===== src/rtl/fcc_pkg.sv =====
package fcc_pkg;
  localparam logic [7:0] OP_SETUP   = 8'h60;
  localparam logic [7:0] OP_OTP     = 8'hC0;
  localparam logic [7:0] OP_RDSR    = 8'h70;
  localparam logic [7:0] SUB_CFG    = 8'h03;
  localparam logic [7:0] SUB_PROT   = 8'h01;
  localparam logic [7:0] SUB_UNPROT = 8'hD0;

  localparam int SR_RDY = 7;
  localparam int SR_SEQ = 5;
  localparam int SR_PRG = 4;

  typedef enum logic [1:0] {
    DS_IDLE,
    DS_SETUP,
    DS_OTP
  } dec_state_e;

  typedef enum logic [1:0] {
    JOB_NONE,
    JOB_PROT,
    JOB_UNPROT,
    JOB_OTP
  } job_e;
endpackage


===== src/rtl/fcc_busy_timer.sv =====
module fcc_busy_timer #(
  parameter int BUSY_CYC = 4
) (
  input  logic clk,
  input  logic rst_n,
  input  logic start,
  output logic busy,
  output logic done
);
  localparam int CNT_W = $clog2(BUSY_CYC + 1);

  logic [CNT_W-1:0] cnt_q;

  always_ff @(posedge clk or negedge rst_n) begin
    if (!rst_n) begin
      cnt_q <= '0;
    end else if (start) begin
      cnt_q <= CNT_W'(BUSY_CYC);
    end else if (cnt_q != '0) begin
      cnt_q <= cnt_q - 1'b1;
    end
  end

  assign busy = (cnt_q != '0);
  // the commit edge is the one that takes the count from 1 to 0
  assign done = (cnt_q == CNT_W'(1));
endmodule


===== src/rtl/fcc_decoder.sv =====
module fcc_decoder
  import fcc_pkg::*;
#(
  parameter int CFG_W = 16
) (
  input  logic             clk,
  input  logic             rst_n,
  input  logic             wr_en,
  input  logic [7:0]       opcode,
  input  logic [CFG_W-1:0] cfg_bits,
  input  logic [2:0]       otp_idx,
  input  logic             busy,
  input  logic             user_locked,
  output logic             start,
  output job_e             job,
  output logic [CFG_W-1:0] cfg_reg,
  output logic             status_mode,
  output logic             seq_err,
  output logic             prg_err
);
  dec_state_e state_q;
  logic       take;

  assign take = wr_en && !busy;

  // second-cycle decode that launches the busy phase
  always_comb begin
    start = 1'b0;
    job   = JOB_NONE;
    if (take) begin
      case (state_q)
        DS_SETUP: begin
          if (opcode == SUB_PROT) begin
            start = 1'b1;
            job   = JOB_PROT;
          end else if (opcode == SUB_UNPROT) begin
            start = 1'b1;
            job   = JOB_UNPROT;
          end
        end
        DS_OTP: begin
          if (otp_idx == 3'd0 || (otp_idx[2] && !user_locked)) begin
            start = 1'b1;
            job   = JOB_OTP;
          end
        end
        default: ;
      endcase
    end
  end

  always_ff @(posedge clk or negedge rst_n) begin
    if (!rst_n) begin
      state_q     <= DS_IDLE;
      cfg_reg     <= '0;
      status_mode <= 1'b0;
      seq_err     <= 1'b0;
      prg_err     <= 1'b0;
    end else if (wr_en && busy) begin
      if (opcode == OP_RDSR) status_mode <= 1'b1;
    end else if (take) begin
      case (state_q)
        DS_IDLE: begin
          if (opcode == OP_SETUP)     state_q <= DS_SETUP;
          else if (opcode == OP_OTP)  state_q <= DS_OTP;
          else if (opcode == OP_RDSR) status_mode <= 1'b1;
        end
        DS_SETUP: begin
          state_q <= DS_IDLE;
          if (opcode == SUB_CFG) begin
            cfg_reg     <= cfg_bits;
            status_mode <= 1'b0;
          end else begin
            status_mode <= 1'b1;
            if (!start) seq_err <= 1'b1;
          end
        end
        DS_OTP: begin
          state_q     <= DS_IDLE;
          status_mode <= 1'b1;
          if (!start) prg_err <= 1'b1;
        end
        default: state_q <= DS_IDLE;
      endcase
    end
  end
endmodule


===== src/rtl/fcc_nv_store.sv =====
module fcc_nv_store
  import fcc_pkg::*;
#(
  parameter int NBLK   = 8,
  parameter int DATA_W = 16,
  parameter int OTP_W  = 64
) (
  input  logic                    clk,
  input  logic                    por_n,
  input  logic                    start,
  input  job_e                    job,
  input  logic [$clog2(NBLK)-1:0] blk_sel,
  input  logic [2:0]              otp_idx,
  input  logic [DATA_W-1:0]       wr_data,
  input  logic                    done,
  output logic [NBLK-1:0]         blk_lock,
  output logic [OTP_W-1:0]        otp_user,
  output logic [1:0]              otp_lock
);
  localparam int BLK_W     = $clog2(NBLK);
  localparam int OTP_WORDS = OTP_W / DATA_W;

  job_e              job_q;
  logic [BLK_W-1:0]  blk_q;
  logic [2:0]        idx_q;
  logic [DATA_W-1:0] data_q;

  // operands held for the whole busy phase
  always_ff @(posedge clk or negedge por_n) begin
    if (!por_n) begin
      job_q  <= JOB_NONE;
      blk_q  <= '0;
      idx_q  <= '0;
      data_q <= '0;
    end else if (start) begin
      job_q  <= job;
      blk_q  <= blk_sel;
      idx_q  <= otp_idx;
      data_q <= wr_data;
    end
  end

  for (genvar gb = 0; gb < NBLK; gb++) begin : g_blk
    always_ff @(posedge clk or negedge por_n) begin
      if (!por_n) begin
        blk_lock[gb] <= 1'b0;
      end else if (done) begin
        if (job_q == JOB_UNPROT) blk_lock[gb] <= 1'b0;
        else if (job_q == JOB_PROT && blk_q == BLK_W'(gb)) blk_lock[gb] <= 1'b1;
      end
    end
  end

  for (genvar gw = 0; gw < OTP_WORDS; gw++) begin : g_word
    always_ff @(posedge clk or negedge por_n) begin
      if (!por_n) begin
        otp_user[gw*DATA_W +: DATA_W] <= '1;
      end else if (done && job_q == JOB_OTP && idx_q[2] && idx_q[1:0] == 2'(gw)) begin
        otp_user[gw*DATA_W +: DATA_W] <= data_q;
      end
    end
  end

  // lock bits can only be programmed towards zero
  always_ff @(posedge clk or negedge por_n) begin
    if (!por_n) begin
      otp_lock <= 2'b10;
    end else if (done && job_q == JOB_OTP && idx_q == 3'd0) begin
      otp_lock <= otp_lock & data_q[1:0];
    end
  end
endmodule


===== src/rtl/flash_cmd_ctrl.sv =====
module flash_cmd_ctrl
  import fcc_pkg::*;
#(
  parameter int NBLK     = 8,
  parameter int BUSY_CYC = 4,
  parameter int ADDR_W   = 20
) (
  input  logic              clk,
  input  logic              por_n,
  input  logic              rst_n,
  input  logic              wr_en,
  input  logic [ADDR_W-1:0] wr_addr,
  input  logic [15:0]       wr_data,
  output logic              ready,
  output logic [7:0]        status,
  output logic              status_mode,
  output logic [15:0]       cfg_reg,
  output logic [NBLK-1:0]   blk_lock,
  output logic [63:0]       otp_user,
  output logic [1:0]        otp_lock
);
  localparam int BLK_W = $clog2(NBLK);
  localparam int CFG_W = 16;

  logic ctl_rst_n;
  logic start, busy, done, seq_err, prg_err;
  job_e job;

  assign ctl_rst_n = rst_n & por_n;

  fcc_decoder #(.CFG_W(CFG_W)) u_dec (
    .clk        (clk),
    .rst_n      (ctl_rst_n),
    .wr_en      (wr_en),
    .opcode     (wr_data[7:0]),
    .cfg_bits   (wr_addr[CFG_W:1]),
    .otp_idx    (wr_addr[2:0]),
    .busy       (busy),
    .user_locked(!otp_lock[1]),
    .start      (start),
    .job        (job),
    .cfg_reg    (cfg_reg),
    .status_mode(status_mode),
    .seq_err    (seq_err),
    .prg_err    (prg_err)
  );

  fcc_busy_timer #(.BUSY_CYC(BUSY_CYC)) u_tmr (
    .clk  (clk),
    .rst_n(ctl_rst_n),
    .start(start),
    .busy (busy),
    .done (done)
  );

  fcc_nv_store #(.NBLK(NBLK), .DATA_W(16), .OTP_W(64)) u_nv (
    .clk     (clk),
    .por_n   (por_n),
    .start   (start),
    .job     (job),
    .blk_sel (wr_addr[ADDR_W-1 -: BLK_W]),
    .otp_idx (wr_addr[2:0]),
    .wr_data (wr_data),
    .done    (done),
    .blk_lock(blk_lock),
    .otp_user(otp_user),
    .otp_lock(otp_lock)
  );

  assign ready = !busy;

  always_comb begin
    status         = '0;
    status[SR_RDY] = ready;
    status[SR_SEQ] = seq_err;
    status[SR_PRG] = prg_err;
  end
endmodule


===== config.mk =====
export PLATFORM = sky130hd
export DESIGN_NAME = flash_cmd_ctrl
export DESIGN_NICKNAME = d
export VERILOG_FILES = /design/src/rtl/fcc_pkg.sv /design/src/rtl/fcc_busy_timer.sv /design/src/rtl/fcc_decoder.sv /design/src/rtl/fcc_nv_store.sv /design/src/rtl/flash_cmd_ctrl.sv
export SDC_FILE = /design/constraint.sdc
export NUM_CORES = 1
export LEC_CHECK = 0
export BUFFER_PORTS_ARGS = -buffer_cell sky130_fd_sc_hd__clkbuf_2
export CORE_ASPECT_RATIO = 1.75
export CORE_UTILIZATION = 45
export CTS_CLUSTER_DIAMETER = 150
export CTS_CLUSTER_SIZE = 40
export DETAILED_ROUTE_END_ITERATION = 7
export PLACE_DENSITY = 0.77
export SLEW_MARGIN = 15
export SYNTH_ARGS = -nofsm -noshare
export SYNTH_HDL_FRONTEND = slang
export SYNTH_HIERARCHICAL = 1
export SYNTH_SLANG_ARGS = --single-unit

===== constraint.sdc =====
create_clock -name clk -period 8.35 [get_ports clk]
set_input_delay 0.4175 -clock clk [delete_from_list [all_inputs] [get_ports clk]]
set_output_delay 0.4175 -clock clk [all_outputs]
set_load 0.1 [all_outputs]

==> summary.txt <==
GRT
  – Largest net degree at the start of global routing: 82
  – Vias in the first global route: 3688
  – Global-route wire length before repair: 18500 µm
  – GRT overflow: 0
  – Tot GR Track Use: 0.196
  – Antenna violations before repair: 0

Routing
  – Vias: 3364
  – Wire length on met2: roughly 6200 µm
  – Via density: 5.28
  – Highest metal used: met4
  – WL met1: 4320 µm
  – Total Wirelength: 11100 µm
  – Routed len/inst: 17.4 µm
  – Routed length on met3: 469 µm
  – # DRC: 18
  – Drt pass-1 iters: 6
  – Antenna viol nets, final: 0
  – DR iter-0 viols: around 170

STA
  – Slew @ Worst Pin: 1.05 ns
  – Setup_tns: 0 ns
  – Final Cycle Share: 0.363
  – Final Hold Violating Endpoints: 0
  – Tmin final: around 3.0 ns
  – Final worst clock skew: 0.00922 ns
  – Slew margin rel.: 0.296
  – RSZ-0062 raised after global routing: no
  – # setup viols final: 0
  – Fin. max-slew vios: 0
  – Max Fclk: 330 MHz

Worst setup path
  – CP Data Arrival Time: approximately 3.3 ns
  – Worst path cell trace: inv_1, ha_1, nand2b_4, nor2b_1, nand2_1, a21oi_4, nor2b_1, mux2_4
  – Slowest cell on crit path: a21oi_4
  – Delay of the slowest critical-path stage: 0.77 ns
  – CP Capture Type: flip-flop
  – Setup crit end: u_tmr/cnt_q[0]$_DFFE_PN0P_
  – WP depth: 8
  – Critical path type: flip-flop to flip-flop
  – Launch point of the worst path: u_tmr/cnt_q[0]$_DFFE_PN0P_
  – CP max FO: 28
  – Crit path buf inv count: 1
  – Worst setup SP type: flip-flop
  – Delay-heaviest family, CP: simple AND/OR/NAND/NOR gates
  – Reg2Reg Launch Point: u_tmr/cnt_q[0]$_DFFE_PN0P_
  – R2R depth: 8
  – Flop-to-flop setup slack: 5.32 ns
  – Worst path most repeated cell: nor2b_1
  – Worst Path Required: 8.63 ns
  – R2R Path End: u_tmr/cnt_q[0]$_DFFE_PN0P_

Yosys
  – Ys async rst share: 1.00
  – Post-synth EDFFs: 0
  – Count leader, synth: mux2_2
  – Cell taking the most area after synthesis: dfstp_2
  – Synth top area share: 0.323
  – Sequential area share after synthesis: 0.593
  – Mapped Area: ~5300 µm²
  – Syn_area_per_cell: 15.1 µm²
  – Synth Register Bits: 122
  – Yosys warning count: 6
  – Synth cell types: 50
  – Syn Inst Count: about 350
  – Ys flop type: dfstp_2
  – Post-synth top cells: 84 x mux2_2, 65 x dfstp_2, 57 x dfrtp_1
  – Top cells by area, synth: dfstp_2 32%, dfrtp_1 27%, mux2_2 18%

Clock tree
  – Root buffer cell: clkbuf_16
  – Clock Pin Slew Worst Setup and Hold Paths: 0.06 ns
  – Clk Latency, worst-skew pair: roughly 0.40 ns
  – Sink Count: 122
  – Post-CTS Hold Fix Bufs: 0
  – H-tree levels: 4
  – Cts bufs inserted: 17
  – Max clock buf depth: 2
  – # resized after CTS: 0
  – CTS tree: built
  – Setup Buffers After CTS: 0

Die
  – Die height: 145 µm
  – Area of the die: roughly 12000 µm²
  – Core Area: 11500 µm²
  – Row count: 52
  – Die width: 83.9 µm
  – Initial Util: 0.459
  – IO Count: 140

Layout
  – Nets: 535
  – ANT cells: 0
  – Area grow syn2layout: 25.9%
  – Share of cells above drive strength 1: 0.689
  – Largest register FFs: 64
  – Filler cell count in the final layout: 923
  – Util after Layout: 0.578

Power
  – Leak Pwr: 3.32 nW
  – Max VDD drop: 0.246 mV
  – PD cells: 258 nW/µm²

Place
  – Gpl congestion: 0.785
  – Port Buffers: 134
  – DP HPWL: 7840 µm

Run status
  – Status: finished with violations
  – Failing checks: DRC

Hold path
  – Hold crit path type: input port to async pin

Job
  – Max-cap violations: 0
[kinds of logic after synthesis]
logic type      synth area share
xor+xnor                 0.00166
other cells             0.000709
buf+inv                   0.0324
mux                        0.239
fa+ha+maj                 0.0142
compound gates            0.0445
flops                      0.593
simple gates              0.0750
[worst min-delay path by stage]
stage	from	end	slack, ns	cells after the start
global route	por_n	u_nv/otp_user[49]$_DFFE_PN1P_	0.11	1
finish	por_n	u_nv/otp_user[49]$_DFFE_PN1P_	0.11	1
floorplan	por_n	u_nv/blk_lock[0]$_DFFE_PN0P_	0.12	0
detailed placement	u_dec/seq_err$_DFFE_PN0P_	u_dec/seq_err$_DFFE_PN0P_	0.46	1
global placement	u_dec/seq_err$_DFFE_PN0P_	u_dec/seq_err$_DFFE_PN0P_	0.45	1
CTS	por_n	u_nv/otp_user[49]$_DFFE_PN1P_	0.1	1
[per-layer routing]
metal / track usage / up-vias
met4: 0.0724 / 0
met3: 0.0516 / 13
met2: 0.356 / 123
li1: - / 1520
met1: 0.217 / 1708
met5: 0 / -
[worst register-to-register path, stage by stage (launching register included)]
cell and delay [ns]:
dfrtp_1 0.41, inv_1 0.10, ha_1 0.24, nand2b_4 0.11, nor2b_1 0.57, nand2_1 0.25, a21oi_4 0.77, nor2b_1 0.15
mux2_4 0.32
[power by group]
part	leakage [nW]	switching [W]	total [W]	internal, W
sequential	1.44	0.0000442	0.000679	0.000634
combinational	1.58	0.000196	0.000287	0.0000919
clock	0.302	0.000239	0.000749	0.000510
total	3.32	0.000479	0.00171	0.00124
[cells in the final DEF, fill, tap and decap left out, drive strengths merged, types with 2 or more instances in the layout]
cell type  instances
nor2b              7
nor2              14
conb               5
a41o               2
nand4              3
clkinv             3
dfstp             65
mux2             105
buf                3
nor4b              2
nand2              6
o21a               2
o211ai             4
and3b              4
nor3b              5
o2bb2ai            2
clkbuf           158
a21oi             11
a31oi              2
bufinv             3
inv                6
o21ai              3
nand3              3
dfrtp             57
ha                 6
and4b              2
or4b               2
[stage by stage]
step                      std cells  hold WS [ns]  power [W]  setup WS (ns)  instance area (µm²)
final                           637         0.106    0.00171           5.32                 6650
after global routing            637         0.113    0.00179           5.06                 6650
after CTS                       637        0.0979    0.00173           5.31                 6650
after detailed placement        605         0.463   0.000972           5.36                 6030
after global placement          605         0.451   0.000960           5.41                 6030
after floorplan                 353         0.122   0.000907           5.48                 5300
[final cells by class]
class | instances | area [µm²] | share of cell area
sequential | 122 | 3130 | 0.471
multi-input combinational | 206 | 2020 | 0.304
timing repair buffer | 136 | 688 | 0.103
clock buffer | 25 | 507 | 0.0762
tap | 135 | 169 | 0.0254
clock inverter | 7 | 113 | 0.0169
inverter | 6 | 22.5 | 0.00338
(Power assumes the default switching activity.)
